**config.mk**
```make
export PLATFORM = sky130hd
export DESIGN_NAME = i2c_ackstop_seq
export DESIGN_NICKNAME = d
export VERILOG_FILES = /design/src/rtl/i2c_ackstop_pkg.sv /design/src/rtl/i2c_baud_timer.sv /design/src/rtl/i2c_seq_fsm.sv /design/src/rtl/i2c_flag_bank.sv /design/src/rtl/i2c_ackstop_seq.sv
export SDC_FILE = /design/constraint.sdc
export NUM_CORES = 1
export LEC_CHECK = 0
export CELL_PAD_IN_SITES_DETAIL_PLACEMENT = 1
export CELL_PAD_IN_SITES_GLOBAL_PLACEMENT = 1
export CORE_MARGIN = 2
export CORE_UTILIZATION = 46
export CTS_BUF_LIST = sky130_fd_sc_hd__clkbuf_8
export CTS_CLUSTER_DIAMETER = 200
export CTS_CLUSTER_SIZE = 20
export DETAILED_ROUTE_END_ITERATION = 6
export DONT_BUFFER_PORTS = 1
export GPL_TIMING_DRIVEN = 0
export PLACE_DENSITY_LB_ADDON = 0.08
export SYNTH_ARGS = -nofsm -noshare
export SYNTH_HDL_FRONTEND = slang
export SYNTH_SLANG_ARGS = --single-unit
```
**constraint.sdc**
```tcl
create_clock -name clk -period 2.2 [get_ports clk]
set_input_delay 0.22 -clock clk [delete_from_list [all_inputs] [get_ports clk]]
set_output_delay 0.22 -clock clk [all_outputs]
set_load 0.1 [all_outputs]
```
**src/rtl/i2c_ackstop_pkg.sv**
```systemverilog
package i2c_ackstop_pkg;

    typedef enum logic [3:0] {
        SQ_IDLE,
        SQ_ACK_LOW,
        SQ_ACK_REL,
        SQ_ACK_HIGH,
        SQ_STP_SDA,
        SQ_STP_SCL,
        SQ_STP_REL,
        SQ_STP_HIGH,
        SQ_STP_SDAREL,
        SQ_STP_TAIL
    } seq_state_e;

    typedef struct packed {
        logic scl_low;
        logic sda_low;
    } line_drv_t;

    typedef struct packed {
        logic load;
        logic irq_ev;
        logic stop_ev;
    } seq_evt_t;

    localparam int NUM_FLAGS = 3;
    localparam int FLG_IRQ   = 0;
    localparam int FLG_WCOL  = 1;
    localparam int FLG_STOP  = 2;

    function automatic logic in_ack(input seq_state_e s);
        return (s == SQ_ACK_LOW) || (s == SQ_ACK_REL) || (s == SQ_ACK_HIGH);
    endfunction

    function automatic logic in_stop(input seq_state_e s);
        return (s != SQ_IDLE) && !in_ack(s);
    endfunction

    function automatic line_drv_t drive_for(input seq_state_e s,
                                            input logic held,
                                            input logic ack_bit);
        line_drv_t d;
        unique case (s)
            SQ_IDLE:       begin d.scl_low = held; d.sda_low = 1'b0;     end
            SQ_ACK_LOW:    begin d.scl_low = 1'b1; d.sda_low = !ack_bit; end
            SQ_ACK_REL,
            SQ_ACK_HIGH:   begin d.scl_low = 1'b0; d.sda_low = !ack_bit; end
            SQ_STP_SDA,
            SQ_STP_SCL:    begin d.scl_low = 1'b1; d.sda_low = 1'b1;     end
            SQ_STP_REL,
            SQ_STP_HIGH:   begin d.scl_low = 1'b0; d.sda_low = 1'b1;     end
            default:       begin d.scl_low = 1'b0; d.sda_low = 1'b0;     end
        endcase
        return d;
    endfunction

endpackage

```
**src/rtl/i2c_baud_timer.sv**
```systemverilog
module i2c_baud_timer #(
    parameter int BAUD_W = 8
) (
    input  logic              clk,
    input  logic              rst,
    input  logic              load,
    input  logic [BAUD_W-1:0] reload,
    output logic              done
);
    logic [BAUD_W-1:0] cnt;
    logic              run;

    always_ff @(posedge clk) begin
        if (rst) begin
            cnt <= '0;
            run <= 1'b0;
        end else if (load) begin
            cnt <= reload;
            run <= 1'b1;
        end else if (run) begin
            if (cnt == '0) run <= 1'b0;
            else           cnt <= cnt - 1'b1;
        end
    end

    assign done = run && (cnt == '0);
endmodule

```
**src/rtl/i2c_seq_fsm.sv**
```systemverilog
module i2c_seq_fsm
    import i2c_ackstop_pkg::*;
(
    input  logic       clk,
    input  logic       rst,
    input  logic       ack_req,
    input  logic       stop_req,
    input  logic       ack_val,
    input  logic       scl_in,
    input  logic       sda_in,
    input  logic       tmr_done,
    output seq_state_e state_o,
    output line_drv_t  drv_o,
    output seq_evt_t   evt_o
);
    seq_state_e state, state_nx;
    logic       held, held_nx;
    logic       ack_bit;

    always_comb begin
        state_nx = state;
        held_nx  = held;
        evt_o    = '0;
        unique case (state)
            SQ_IDLE: begin
                if (ack_req) begin
                    state_nx   = SQ_ACK_LOW;
                    evt_o.load = 1'b1;
                end else if (stop_req) begin
                    state_nx = SQ_STP_SDA;
                end
            end
            SQ_ACK_LOW:  if (tmr_done) state_nx = SQ_ACK_REL;
            SQ_ACK_REL: begin
                if (scl_in) begin
                    state_nx   = SQ_ACK_HIGH;
                    evt_o.load = 1'b1;
                end
            end
            SQ_ACK_HIGH: begin
                if (tmr_done) begin
                    state_nx     = SQ_IDLE;
                    evt_o.irq_ev = 1'b1;
                    held_nx      = 1'b1;
                end
            end
            SQ_STP_SDA: begin
                if (!sda_in) begin
                    state_nx   = SQ_STP_SCL;
                    evt_o.load = 1'b1;
                end
            end
            SQ_STP_SCL:  if (tmr_done) state_nx = SQ_STP_REL;
            SQ_STP_REL: begin
                if (scl_in) begin
                    state_nx   = SQ_STP_HIGH;
                    evt_o.load = 1'b1;
                end
            end
            SQ_STP_HIGH: if (tmr_done) state_nx = SQ_STP_SDAREL;
            SQ_STP_SDAREL: begin
                if (sda_in && scl_in) begin
                    state_nx      = SQ_STP_TAIL;
                    evt_o.load    = 1'b1;
                    evt_o.stop_ev = 1'b1;
                end
            end
            SQ_STP_TAIL: begin
                if (tmr_done) begin
                    state_nx     = SQ_IDLE;
                    evt_o.irq_ev = 1'b1;
                    held_nx      = 1'b0;
                end
            end
            default: state_nx = SQ_IDLE;
        endcase
    end

    always_ff @(posedge clk) begin
        if (rst) begin
            state   <= SQ_IDLE;
            held    <= 1'b0;
            ack_bit <= 1'b0;
        end else begin
            state <= state_nx;
            held  <= held_nx;
            if (state == SQ_IDLE && ack_req) ack_bit <= ack_val;
        end
    end

    assign state_o = state;
    assign drv_o   = drive_for(state, held, ack_bit);
endmodule

```
**src/rtl/i2c_flag_bank.sv**
```systemverilog
module i2c_flag_bank
    import i2c_ackstop_pkg::*;
#(
    parameter int DATA_W = 8
) (
    input  logic                 clk,
    input  logic                 rst,
    input  logic                 busy,
    input  logic                 buf_wr,
    input  logic [DATA_W-1:0]    buf_wdata,
    input  logic [NUM_FLAGS-1:0] set_v,
    input  logic [NUM_FLAGS-1:0] clr_v,
    output logic [NUM_FLAGS-1:0] flags,
    output logic [DATA_W-1:0]    buf_q
);
    logic [NUM_FLAGS-1:0] set_all;

    always_comb begin
        set_all           = set_v;
        set_all[FLG_WCOL] = set_v[FLG_WCOL] | (buf_wr & busy);
    end

    for (genvar i = 0; i < NUM_FLAGS; i++) begin : g_flag
        always_ff @(posedge clk) begin
            if (rst)             flags[i] <= 1'b0;
            else if (set_all[i]) flags[i] <= 1'b1;
            else if (clr_v[i])   flags[i] <= 1'b0;
        end
    end

    always_ff @(posedge clk) begin
        if (rst)                 buf_q <= '0;
        else if (buf_wr && !busy) buf_q <= buf_wdata;
    end
endmodule

```
**src/rtl/i2c_ackstop_seq.sv**
```systemverilog
module i2c_ackstop_seq
    import i2c_ackstop_pkg::*;
#(
    parameter int BAUD_W = 8,
    parameter int DATA_W = 8
) (
    input  logic              clk,
    input  logic              rst,
    input  logic              ack_go,
    input  logic              stop_go,
    input  logic              ack_val,
    input  logic [BAUD_W-1:0] baud_reload,
    input  logic              scl_in,
    input  logic              sda_in,
    input  logic              buf_wr,
    input  logic [DATA_W-1:0] buf_wdata,
    input  logic              clr_irq,
    input  logic              clr_wcol,
    input  logic              clr_stop,
    output logic              scl_pull,
    output logic              sda_pull,
    output logic              ack_en,
    output logic              stop_en,
    output logic              stop_flag,
    output logic              irq_flag,
    output logic              wcol_flag,
    output logic [DATA_W-1:0] buf_q
);
    seq_state_e           state;
    line_drv_t            drv;
    seq_evt_t             evt;
    logic                 tmr_done;
    logic [NUM_FLAGS-1:0] set_v, clr_v, flags;

    i2c_baud_timer #(.BAUD_W(BAUD_W)) u_timer (
        .clk    (clk),
        .rst    (rst),
        .load   (evt.load),
        .reload (baud_reload),
        .done   (tmr_done)
    );

    i2c_seq_fsm u_fsm (
        .clk      (clk),
        .rst      (rst),
        .ack_req  (ack_go),
        .stop_req (stop_go),
        .ack_val  (ack_val),
        .scl_in   (scl_in),
        .sda_in   (sda_in),
        .tmr_done (tmr_done),
        .state_o  (state),
        .drv_o    (drv),
        .evt_o    (evt)
    );

    always_comb begin
        set_v           = '0;
        set_v[FLG_IRQ]  = evt.irq_ev;
        set_v[FLG_STOP] = evt.stop_ev;
        clr_v           = '0;
        clr_v[FLG_IRQ]  = clr_irq;
        clr_v[FLG_WCOL] = clr_wcol;
        clr_v[FLG_STOP] = clr_stop;
    end

    i2c_flag_bank #(.DATA_W(DATA_W)) u_flags (
        .clk       (clk),
        .rst       (rst),
        .busy      (state != SQ_IDLE),
        .buf_wr    (buf_wr),
        .buf_wdata (buf_wdata),
        .set_v     (set_v),
        .clr_v     (clr_v),
        .flags     (flags),
        .buf_q     (buf_q)
    );

    assign scl_pull  = drv.scl_low;
    assign sda_pull  = drv.sda_low;
    assign ack_en    = in_ack(state);
    assign stop_en   = in_stop(state);
    assign irq_flag  = flags[FLG_IRQ];
    assign wcol_flag = flags[FLG_WCOL];
    assign stop_flag = flags[FLG_STOP];
endmodule

```
Word level (Yosys, flattened, before mapping)
Cells that the tools add are included.
- bits in registers: 26
- input bits: 27
- output and inout port bits: 15
- word-level logic and storage cells: 93
- $add $sub $neg: 1
- equal/unequal tests: 21
- muxes and demuxes: 35
- bitwise operators: 1
- reduce and logical (&&, ||, !) cells: 26
- operators with widths (operator ; number):
    $mux W4 ; 10
    $pmux W4 S9 ; 1
    $mux W8 ; 3
    $mux W1 ; 18
    $eq A4 B3 Y1 const B ; 4
    $ne A2 B2 Y1 const B ; 8
    $pmux W2 S5 ; 1
    $reduce_bool A2 Y1 ; 5
    $reduce_or A2 Y1 ; 5
    $reduce_and A9 Y1 ; 1
    $eq A4 B2 Y1 const B ; 2
    $eq A4 B4 Y1 const B ; 2
    $logic_not A8 Y1 ; 1
    $sub A8 B1 Y8 const B ; 1
    $ne A2 B1 Y1 const B ; 3
    $logic_and A1 B1 Y1 ; 5
    $eq A4 B1 Y1 const B ; 1
    $logic_not A4 Y1 ; 1
    $pmux W1 S4 ; 1
    $reduce_bool A4 Y1 ; 1
    $logic_not A1 Y1 ; 3
    $ne A3 B3 Y1 const B ; 1
    $reduce_and A3 Y1 ; 1
    $logic_or A1 B1 Y1 ; 2
    other kinds (3) ; 3

Logic depth before layout (Yosys ltp)
Gate-level depths: netlist of the first run.
- depth after elaboration: 5
- gate-level depth with buffers: 7
- mapped depth without buffers: 7

Cells and area by module
From an unflattened synthesis of the first run, not the netlist that was laid out.
- cells, all modules: 166
- area, all modules: 1417.6 um^2
- modules (own cells, without submodules) (module ; instances ; cells an instance ; area each (um^2) ; sequential area each (um^2)):
    i2c_baud_timer ; 1 ; 63 ; 535.5 ; 180.2
    i2c_seq_fsm ; 1 ; 59 ; 447.9 ; 120.1
    i2c_flag_bank ; 1 ; 39 ; 400.4 ; 220.2
    i2c_ackstop_seq ; 1 ; 5 ; 33.8 ; 0.0

Least setup slack after synthesis of the first run
OpenSTA, ideal clock, no wires.
- kind: register to output
- start: register u_fsm.state[0], in the netlist u_fsm.state_o[0]
- end: output scl_pull
- arrival: 2.675 ns
- required time: 1.980 ns
- setup slack: -0.695 ns
- stages on the path, launching flop included: 4
- buffers on the path: 1
- cell sequence: dfxtp_1 > clkbuf_1 > nor3_1 > nor3_1
- word-level cells in the longest chain between the ends: 3
- elaborated cells between the ends (all ways): 12
- those cells by class: 7 x eq/ne; 1 x mux; 4 x reduce/logical
- RTL lines (element ; line ; source):
    start, declared ; i2c_seq_fsm.sv:16 ; seq_state_e state, state_nx;
    start signal, assigned ; i2c_seq_fsm.sv:85 ; state <= state_nx;
    $eq A4 B3 Y1 or $eq A4 B2 Y1 (tied branches) ; i2c_ackstop_pkg.sv:44 ; unique case (s)
    $reduce_or A2 Y1 ; i2c_ackstop_pkg.sv:44 ;
    $pmux W2 S5 (*) ; i2c_ackstop_pkg.sv:44 ;
    end, declared ; i2c_ackstop_seq.sv:20 ; output logic scl_pull,
Every way passes the cells marked *; elsewhere a longest branch is shown, timed or not.

Worst setup path after layout of the first run
- start: register u_timer.cnt[0]
- end: register u_fsm.held
- word-level cells in the longest chain between the ends: 4
- elaborated cells between the ends (all ways): 5
- those cells by class: 2 x eq/ne; 3 x reduce/logical
- RTL lines (element ; line ; source):
    start, declared ; i2c_baud_timer.sv:10 ; logic [BAUD_W-1:0] cnt;
    start signal, assigned ; i2c_baud_timer.sv:18 ; cnt <= reload;
    start signal, assigned ; i2c_baud_timer.sv:22 ; else cnt <= cnt - 1'b1;
    $logic_not A8 Y1 (*) ; i2c_baud_timer.sv:26 ; assign done = run && (cnt == '0);
    $logic_and A1 B1 Y1 (*) ; i2c_baud_timer.sv:26 ;
    $ne A2 B2 Y1 (no line) ; -- ;
    $reduce_and A3 Y1 (no line) (*) ; -- ;
    end signal, assigned ; i2c_seq_fsm.sv:86 ; held <= held_nx;
    end, declared ; i2c_seq_fsm.sv:17 ; logic held, held_nx;
Marked as above.
A chain may end at the register's enable or synchronous reset.

==> run metrics, run 1 <==
status=finished clean; pre-CTS WS=-0.104 ns; commonest non-fill, non-tap cell in the layout=dfxtp_1; unrepaired setup endpoints after global routing=no; CTS H-Tree Depth=1; fmax=486 MHz; DP HPWL=2.58 mm; routed via count=1271; Critical path buffers and inverters=1; diode count=0; power per cell area=1680 mW/mm2; Slew HR=0.344; total CTS buffers=3; Avg Cell Area, Syn=7.75 um2; Post-Route WL=3.60 mm; CTS tree=built; LEAKAGE=0.546 nW; Critical Path End Type=register; Die ar.=0.00336 mm2; Max Root-Sink Buffers=2; Hold Violations, Final=0; layout net count=206; Netlist cell types=36; critical path type=reg2reg; antenna violations before repair=0; Root Buffer=clkbuf_8; Worst Max-Slew Pin Slew=0.981 ns; Worst Skew=0.00159 ns; fillers=348; CORE AREA=0.00276 mm2; Mapped Area=0.00134 mm2; Synth Area in Adders=0.0187; global routing met3 resource utilization=0.0446; GPL Wtd Cong=0.766; gr ovfl total=0; met2 Resource Use GR=0.383; Post-Synth XOR/XNOR Area=0.0196; syn_nets=202; Max Cap Viol=0; Synth Area in Simple Gates=0.314; Gate Count Post-Synth=173; CTS clk-pin slew, worst paths=0.09 ns; most frequent cells in the layout=dfxtp_1 (26), nor2_1 (21), a21oi_1 (20); period utilisation layout=0.936; wire per inst=17.4 um; main combinational cell family by area after synthesis=simple AND/OR/NAND/NOR gates; CP startpoint kind=register; number of global-route vias before repair=1355; Max FO, Critical Path=8; Compound-Gate Fraction of Synth Area=0.183; critical-path cell list=inv_1 -> ha_1 -> nor3b_2 -> nand4_1 -> nor2_1 -> mux2i_1 -> a21oi_1; # DRC=0; row cnt=19; Peak VDD IR=1140 uV; flops & latches, synth=26; Final Max Tran Viols=0; initial drt markers=30; post-synthesis mux area share=0.0299; Area growth, synth to finish=10.6%; Seq/Total Area, Yosys=0.388; Final setup viols=0; largest net degree at the start of global routing=16; clk_lat worst skew=0.28 ns; CP max-delay cell=nor3b_2; Worst path max stage delay=0.46 ns; height of the die=58.0 um; Die X=58.0 um; Initial Utilization=0.486; CP arrival=2.21 ns; worst hold slack=0.0749 ns; share of layout cells above drive strength 1=0.108; I/O Buffers=0; total iterations of the first detailed-routing run=4; vias per cell=6.14; type of the tightest min-delay check=in2reg; Total Power=0.00249 W; first-pass GRT wire length=5.74 mm; met1 GRT Util=0.265; Tot GR Track Use=0.224; Required @ worst endpoint=2.35 ns; I/O pin cnt=42; busiest grt layer=met2; final std cells w/o fill=207; Yosys Warn Count=0; dpl cells=204; Post-DRT Antenna Nets=0; Top delay family on crit path=simple AND/OR/NAND/NOR gates; CTS Sinks=26; Final min period=2.06 ns; Hold Buf Count CTS=0; final worst slack=0.141 ns
-- what timing repair did --
item / in CTS / in global routing
pin swaps: 0 / 1
endpoints found under the hold margin: 0 / 0
gates resized for setup: 5 / 2
setup endpoints to repair: 14 / 4
buffers inserted: 0 / 0
-- per-layer routing --
| metal | wire length [um] | up-vias |
|---|---|---|
| li1 | - | 615 |
| met4 | 72 | 0 |
| met3 | 212 | 7 |
| met2 | 1810 | 38 |
| met1 | 1510 | 611 |
| met5 | 0 | - |
-- power breakdown --
group / switching, W / internal (W)
Combinational: 0.000804 / 0.000345
Clock: 0.000161 / 0.000244
Sequential: 0.000351 / 0.000589
-- path summary, 6_finish.rpt --
| path | cells after the start | endpoint | from | slack, ns |
|---|---|---|---|---|
| max | 7 | u_fsm.held$_SDFFE_PP0P_ | u_timer.cnt[0]$_SDFFE_PP0P_ | 0.14 |
| min | 2 | u_flags.buf_q[1]$_SDFFE_PP0P_ | buf_wdata[1] | 0.07 |
| max reg2reg | 7 | u_fsm.held$_SDFFE_PP0P_ | u_timer.cnt[0]$_SDFFE_PP0P_ | 0.14 |
| min reg2reg | 2 | u_fsm.ack_bit$_SDFFE_PP0P_ | u_fsm.ack_bit$_SDFFE_PP0P_ | 0.47 |
-- through the flow --
stage	utilization	setup TNS, ns	area [um2]
after floorplan	-	0	1350
after global placement	0.504	-0.107	1390
after detailed placement	0.506	-0.420	1400
after CTS	0.539	0	1490
after global routing	0.538	0	1480
final	0.538	0	1480
-- sequential cells by signal, summed over array words and instances (netlist names) --
name and cells:
u_timer.cnt 8, u_flags.buf_q 8, u_fsm.state_o 4, u_fsm.ack_bit 1
u_timer.run 1, u_flags.flags 3, u_fsm.held 1
-- layout make-up --
class	count	area (um2)	area share
buffer	9	38.8	0.0262
clock buffer	3	41.3	0.0278
clock inverter	1	30.0	0.0203
inverter	6	22.5	0.0152
multi-input combinational	131	791	0.533
sequential	26	520	0.351
tap	31	38.8	0.0262
-- logic make-up after synthesis --
group	Yosys count
flip-flops	26
XOR/XNOR	3
AO/OA/AOI/OAI	39
AND/OR/NAND/NOR	83
adder cells (fa/ha/maj)	2
buffers and inverters	16
multiplexers	4
-- synth_stat cells --
cell,number,area [um2]
a311oi_1,1,8.76
o21bai_1,1,7.51
o31a_1,1,8.76
or2_2,1,6.26
a221oi_1,1,8.76
mux2i_1,4,40.0
a21boi_0,1,7.51
and3b_1,2,17.5
o21ai_2,1,8.76
dfxtp_1,26,521
a21oi_1,20,100
or4b_4,2,27.5
a211oi_2,1,12.5
nand4_1,4,25.0
nand2_1,18,67.6
xor2_1,1,8.76
or4_1,2,15.0
ha_1,2,25.0
buf_2,2,10.0
nor2b_1,5,31.3
xnor2_1,2,17.5
buf_1,1,3.75
nor2_1,23,86.3
nand2b_1,1,6.26
nor3_1,7,35.0
a31o_2,1,8.76
nor3b_1,1,7.51
nand3_1,12,60.1
nor3_2,1,10.0
inv_1,6,22.5
a211oi_1,6,45.0
clkbuf_1,7,26.3
nor4_1,1,6.26
or3_1,3,18.8
o21ai_0,4,20.0
a211o_1,1,8.76
Power figures use the tool's default switching activity.
==> run 2: changes to the inputs <==
- ABC_AREA: not set -> 1
- CORE_UTILIZATION: 46 -> 45
==> run 2 against run 1 <==
Effect of this change:
- area after synthesis rose by 9.2%
- final area up 8.8%
- synthesized cell count is 27% higher
- register-to-register slack better by 0.04 ns
- critical endpoint is now ack_en
==> run metrics, run 2 <==
final std cells w/o fill=268; Yosys Warn Count=0; Worst Skew=0.00432 ns; Netlist cell types=24; leading cell types by count after synthesis=nand2_1 (52), nand3_1 (41), dfxtp_1 (26); GPL Wtd Cong=0.849; CP Launch Point=u_fsm.state_o[3]$_SDFFE_PP0P_; combinational share of power=0.560; syn_nets=249; Die ar.=0.00372 mm2; Post-Route WL=3.80 mm; status=finished clean; largest net degree at the start of global routing=16; Post-DRT Antenna Nets=0; number of global-route vias before repair=1335; clock share of power=0.127; Seq/Total Area, Yosys=0.356; CP startpoint kind=register; Avg Cell Area, Syn=6.65 um2; prevailing post-synth register cell=dfxtp_1; Final min period=2.09 ns; Max FO, Critical Path=6; DP HPWL=2.98 mm; period utilisation layout=0.950; type of the tightest min-delay check=in2reg; layout net count=254; CTS tree=built; first-pass GRT wire length=6.14 mm; Mapped Area=0.00146 mm2; post-synthesis async set-or-reset flop share=0; worst r2r dst=u_flags.buf_q[7]$_SDFFE_PP0P_; Tot GR Track Use=0.224; Final Max Tran Viols=0; gr ovfl total=0; CORE AREA=0.00308 mm2; number of synthesized flops with an enable pin=0; Max Root-Sink Buffers=2; count leader, synth=nand2_1; unrepaired setup endpoints after global routing=no; Post CTS Setup Buffer Count=0; CTS Sinks=26; LEAKAGE=0.731 nW; Die X=61.0 um; I/O pin cnt=42; total CTS buffers=3; sw power=0.00181 W; Area contributors post-synth=dfxtp_1 (36%), nand3_1 (14%), nand2_1 (13%), a21oi_1 (6.8%), inv_1 (6.2%); worst hold slack=0.0969 ns; Reg2Reg Setup Slack=0.18 ns; final worst slack=0.110 ns; pre-CTS WS=-0.134 ns; Setup TNS=0 ns; sw frac=0.565; Root Buffer=clkbuf_8; CTS resizes=1; part of the power in registers=0.313; Int Pwr=0.00140 W; CTS clk-pin slew, worst paths=0.10 ns; Peak VDD IR=852 uV; share of layout cells above drive strength 1=0.0982; routed via count=1404; Synth top area share=0.356; Reg-to-Reg Start=u_fsm.state_o[3]$_SDFFE_PP0P_; antenna violations before repair=0; CP arrival=1.87 ns; wire per inst=14.2 um; vias per cell=5.24; multi-input logic area=823 um2; power per cell area=1990 mW/mm2; flops & latches, synth=26; Critical Path End Type=output pin; Required @ worst endpoint=1.98 ns; Hold Violations, Final=0; initial drt markers=54; Reg2Reg Depth=7; Hold Buf Count CTS=0; fillers=411; area taken by flip-flops and latches=520 um2; I/O Buffers=0; Synth area leader=dfxtp_1; Max Cap Viol=0; fmax=479 MHz; dpl cells=264; Final setup viols=0; critical path type=reg2out; clk_lat worst skew=0.28 ns; most frequent cells in the layout=nand2_1 (51), nand3_1 (41), dfxtp_1 (26); total iterations of the first detailed-routing run=4; Worst Max-Slew Pin Slew=1.06 ns; height of the die=61.0 um; Area growth, synth to finish=10.3%; row cnt=20; Gate Count Post-Synth=220; CTS H-Tree Depth=1; Critical Path End=ack_en; Initial Utilization=0.475; diode count=0; Slew HR=0.292; # DRC=0; commonest non-fill, non-tap cell in the layout=nand2_1
-- run 2: worst min-delay path by stage --
stage,from,endpoint,slack (ns),depth (start not counted)
6_report,clr_stop,u_flags.flags[2]$_SDFFE_PP0P_,0.1,3
5_1_grt,buf_wdata[2],u_flags.buf_q[2]$_SDFFE_PP0P_,0.09,2
3_3_place_gp,buf_wdata[7],u_flags.buf_q[7]$_SDFFE_PP0P_,0.39,2
2_1_floorplan,ack_val,u_fsm.ack_bit$_SDFFE_PP0P_,0.38,2
3_5_place_dp,buf_wdata[6],u_flags.buf_q[6]$_SDFFE_PP0P_,0.39,2
4_1_cts,buf_wdata[6],u_flags.buf_q[6]$_SDFFE_PP0P_,0.09,2
-- run 2: logic make-up (layout without fill, tap and decap cells) --
| group | after synthesis | after routing | synth area share |
|---|---|---|---|
| simple gates | 127 | 127 | 0.396 |
| buf+inv | 32 | 36 | 0.0975 |
| compound gates | 29 | 29 | 0.109 |
| flops | 26 | 26 | 0.356 |
| xor+xnor | 4 | 4 | 0.0240 |
| fa+ha+maj | 2 | 2 | 0.0171 |
-- run 2: cell type report --
class,instances,area share
Buffer,7,0.0303
Multi-Input combinational cell,162,0.510
Clock buffer,3,0.0256
Inverter,25,0.0582
Clock inverter,1,0.0186
Sequential cell,26,0.323
Tap cell,44,0.0341
-- run 2: layer usage --
layer	vias to the layer above	GRT usage	wire, um
met2	24	0.389	1870
met3	7	0.0336	109
met4	0	0.0839	62
li1	721	-	-
met5	-	0	0
met1	652	0.281	1760
-- run 2: power by group through the flow --
stage	clock network [W]	logic (W)	registers, W
2_1_floorplan	0	0.00151	0.000974
3_3_place_gp	0	0.00170	0.00100
3_5_place_dp	0	0.00180	0.00101
4_1_cts	0.000410	0.00180	0.00100
5_1_grt	0.000429	0.00200	0.00103
6_report	0.000406	0.00180	0.00100
-- run 2: critical path, cell delays in order, from the launching register on --
cell,delay [ns]
dfxtp_1,0.41
inv_2,0.15
nand2_2,0.38
nor2_4,0.65
-- run 2: per-stage QoR --
stage	util	area (um2)	power [W]
2_1_floorplan	-	1480	0.00248
3_3_place_gp	0.497	1530	0.00271
3_5_place_dp	0.500	1540	0.00281
4_1_cts	0.524	1610	0.00322
5_1_grt	0.524	1610	0.00346
6_report	0.524	1610	0.00321
==> run 3: changes to the inputs <==
- CORE_ASPECT_RATIO: not set -> 0.8
- SETUP_SLACK_MARGIN: not set -> 0.1
==> run 3 against run 2 <==
Effect of this change:
- core utilization is 0.13 points lower
- critical path depth fell by 1
- sequential share of layout area is the same
==> run metrics, run 3 (synthesized netlist as in run 2, its figures left out) <==
status=finished clean; Final setup viols=0; I/O pin cnt=42; Max Root-Sink Buffers=2; unrepaired setup endpoints after global routing=no; CTS H-Tree Depth=1; Top delay family on crit path=compound AO/OA/AOI/OAI gates; vias per cell=5.44; Post-DRT Antenna Nets=0; gr ovfl total=0; CP arrival=1.73 ns; CTS tree=built; antenna violations before repair=0; fmax=513 MHz; critical path type=reg2out; Critical path buffers and inverters=0; share of layout cells above drive strength 1=0.0982; CP startpoint kind=register; Hold Violations, Final=0; Critical Path End Type=output pin; Final Max Tran Viols=0; Initial Utilization=0.474; Max FO, Critical Path=9; Worst Max-Slew Pin Slew=1.06 ns; Slew HR=0.296; total iterations of the first detailed-routing run=4; total CTS buffers=3; M1 WL=1.80 mm; height of the die=55.0 um; Post-Route WL=3.95 mm; layout net count=254; Die X=67.7 um; DR WL met2=1.90 mm; wire per inst=14.9 um; period utilisation layout=0.887; number of global-route vias before repair=1462; Worst path max stage delay=0.86 ns; diode count=0; # DRC=0; dpl cells=260; pre-CTS WS=-0.113 ns; I/O Buffers=0; final std cells w/o fill=264; final worst slack=0.249 ns; row cnt=18; CP max-delay cell=o31ai_4; critical-path cell list=nor2_4 -> o31ai_4; largest net degree at the start of global routing=16; CORE AREA=0.00309 mm2; Top Metal Used=met4; Final min period=1.95 ns; type of the tightest min-delay check=in2reg; GPL Wtd Cong=0.889; Area growth, synth to finish=10.3%; final core occ=0.523; first-pass GRT wire length=6.73 mm; Die ar.=0.00373 mm2; Tot GR Track Use=0.242; commonest non-fill, non-tap cell in the layout=nand2_1; routed via count=1436; Root Buffer=clkbuf_8; CTS Sinks=26; DP HPWL=3.13 mm; Max Cap Viol=0; Required @ worst endpoint=1.98 ns; Setup TNS=0 ns; CTS clk-pin slew, worst paths=0.09 ns; Worst Skew=0.00649 ns; most frequent cells in the layout=nand2_1 (51), nand3_1 (41), dfxtp_1 (26); initial drt markers=38; WL met3=206 um; clk_lat worst skew=0.28 ns
==> run 3: final cells by class <==
type / instances / area (um2)
fill: 423 / 1470
multi-input combinational: 162 / 828
sequential: 26 / 520
inverter: 25 / 93.8
tap: 40 / 50.0
buffer: 7 / 48.8
clock buffer: 3 / 41.3
clock inverter: 1 / 30.0
==> run 3: final timing paths <==
path / end / start / slack (ns) / cells past startpoint
setup / recovery: sda_pull / u_fsm.state_o[1]$_SDFFE_PP0P_ / 0.25 / 2
hold reg to reg: u_fsm.held$_SDFFE_PP0P_ / u_fsm.held$_SDFFE_PP0P_ / 0.48 / 2
setup reg to reg: u_flags.buf_q[2]$_SDFFE_PP0P_ / u_fsm.state_o[3]$_SDFFE_PP0P_ / 0.41 / 7
hold / removal: u_flags.flags[1]$_SDFFE_PP0P_ / clr_wcol / 0.09 / 3
==> run 3: tightest hold or removal path, cell delays in order <==
cell     delay, ns
inv_1         0.02
nand2_1       0.04
a21oi_1       0.05
==> run 3: timing repair <==
action,in CTS,in global routing
setup endpoints to repair,10,5
hold buffers,0,0
setup buffers,0,0
gates resized for setup,1,1
pin swaps,1,0
==> run 3: per-stage QoR <==
stage	instance area, um2	hold slack [ns]
2_1_floorplan	1480	0.380
3_3_place_gp	1530	0.386
3_5_place_dp	1530	0.392
4_1_cts	1610	0.0886
5_1_grt	1610	0.0855
6_report	1610	0.0944
==> run 3: routing by layer <==
metal | up-vias | track usage
met1 | 664 | 0.302
met4 | 0 | 0.0510
met2 | 33 | 0.426
met5 | - | 0
li1 | 732 | -
met3 | 7 | 0.0587
Power of run 3 is not shown: default switching activity piles up to over one toggle a cycle in this logic, so the estimate is an artifact.
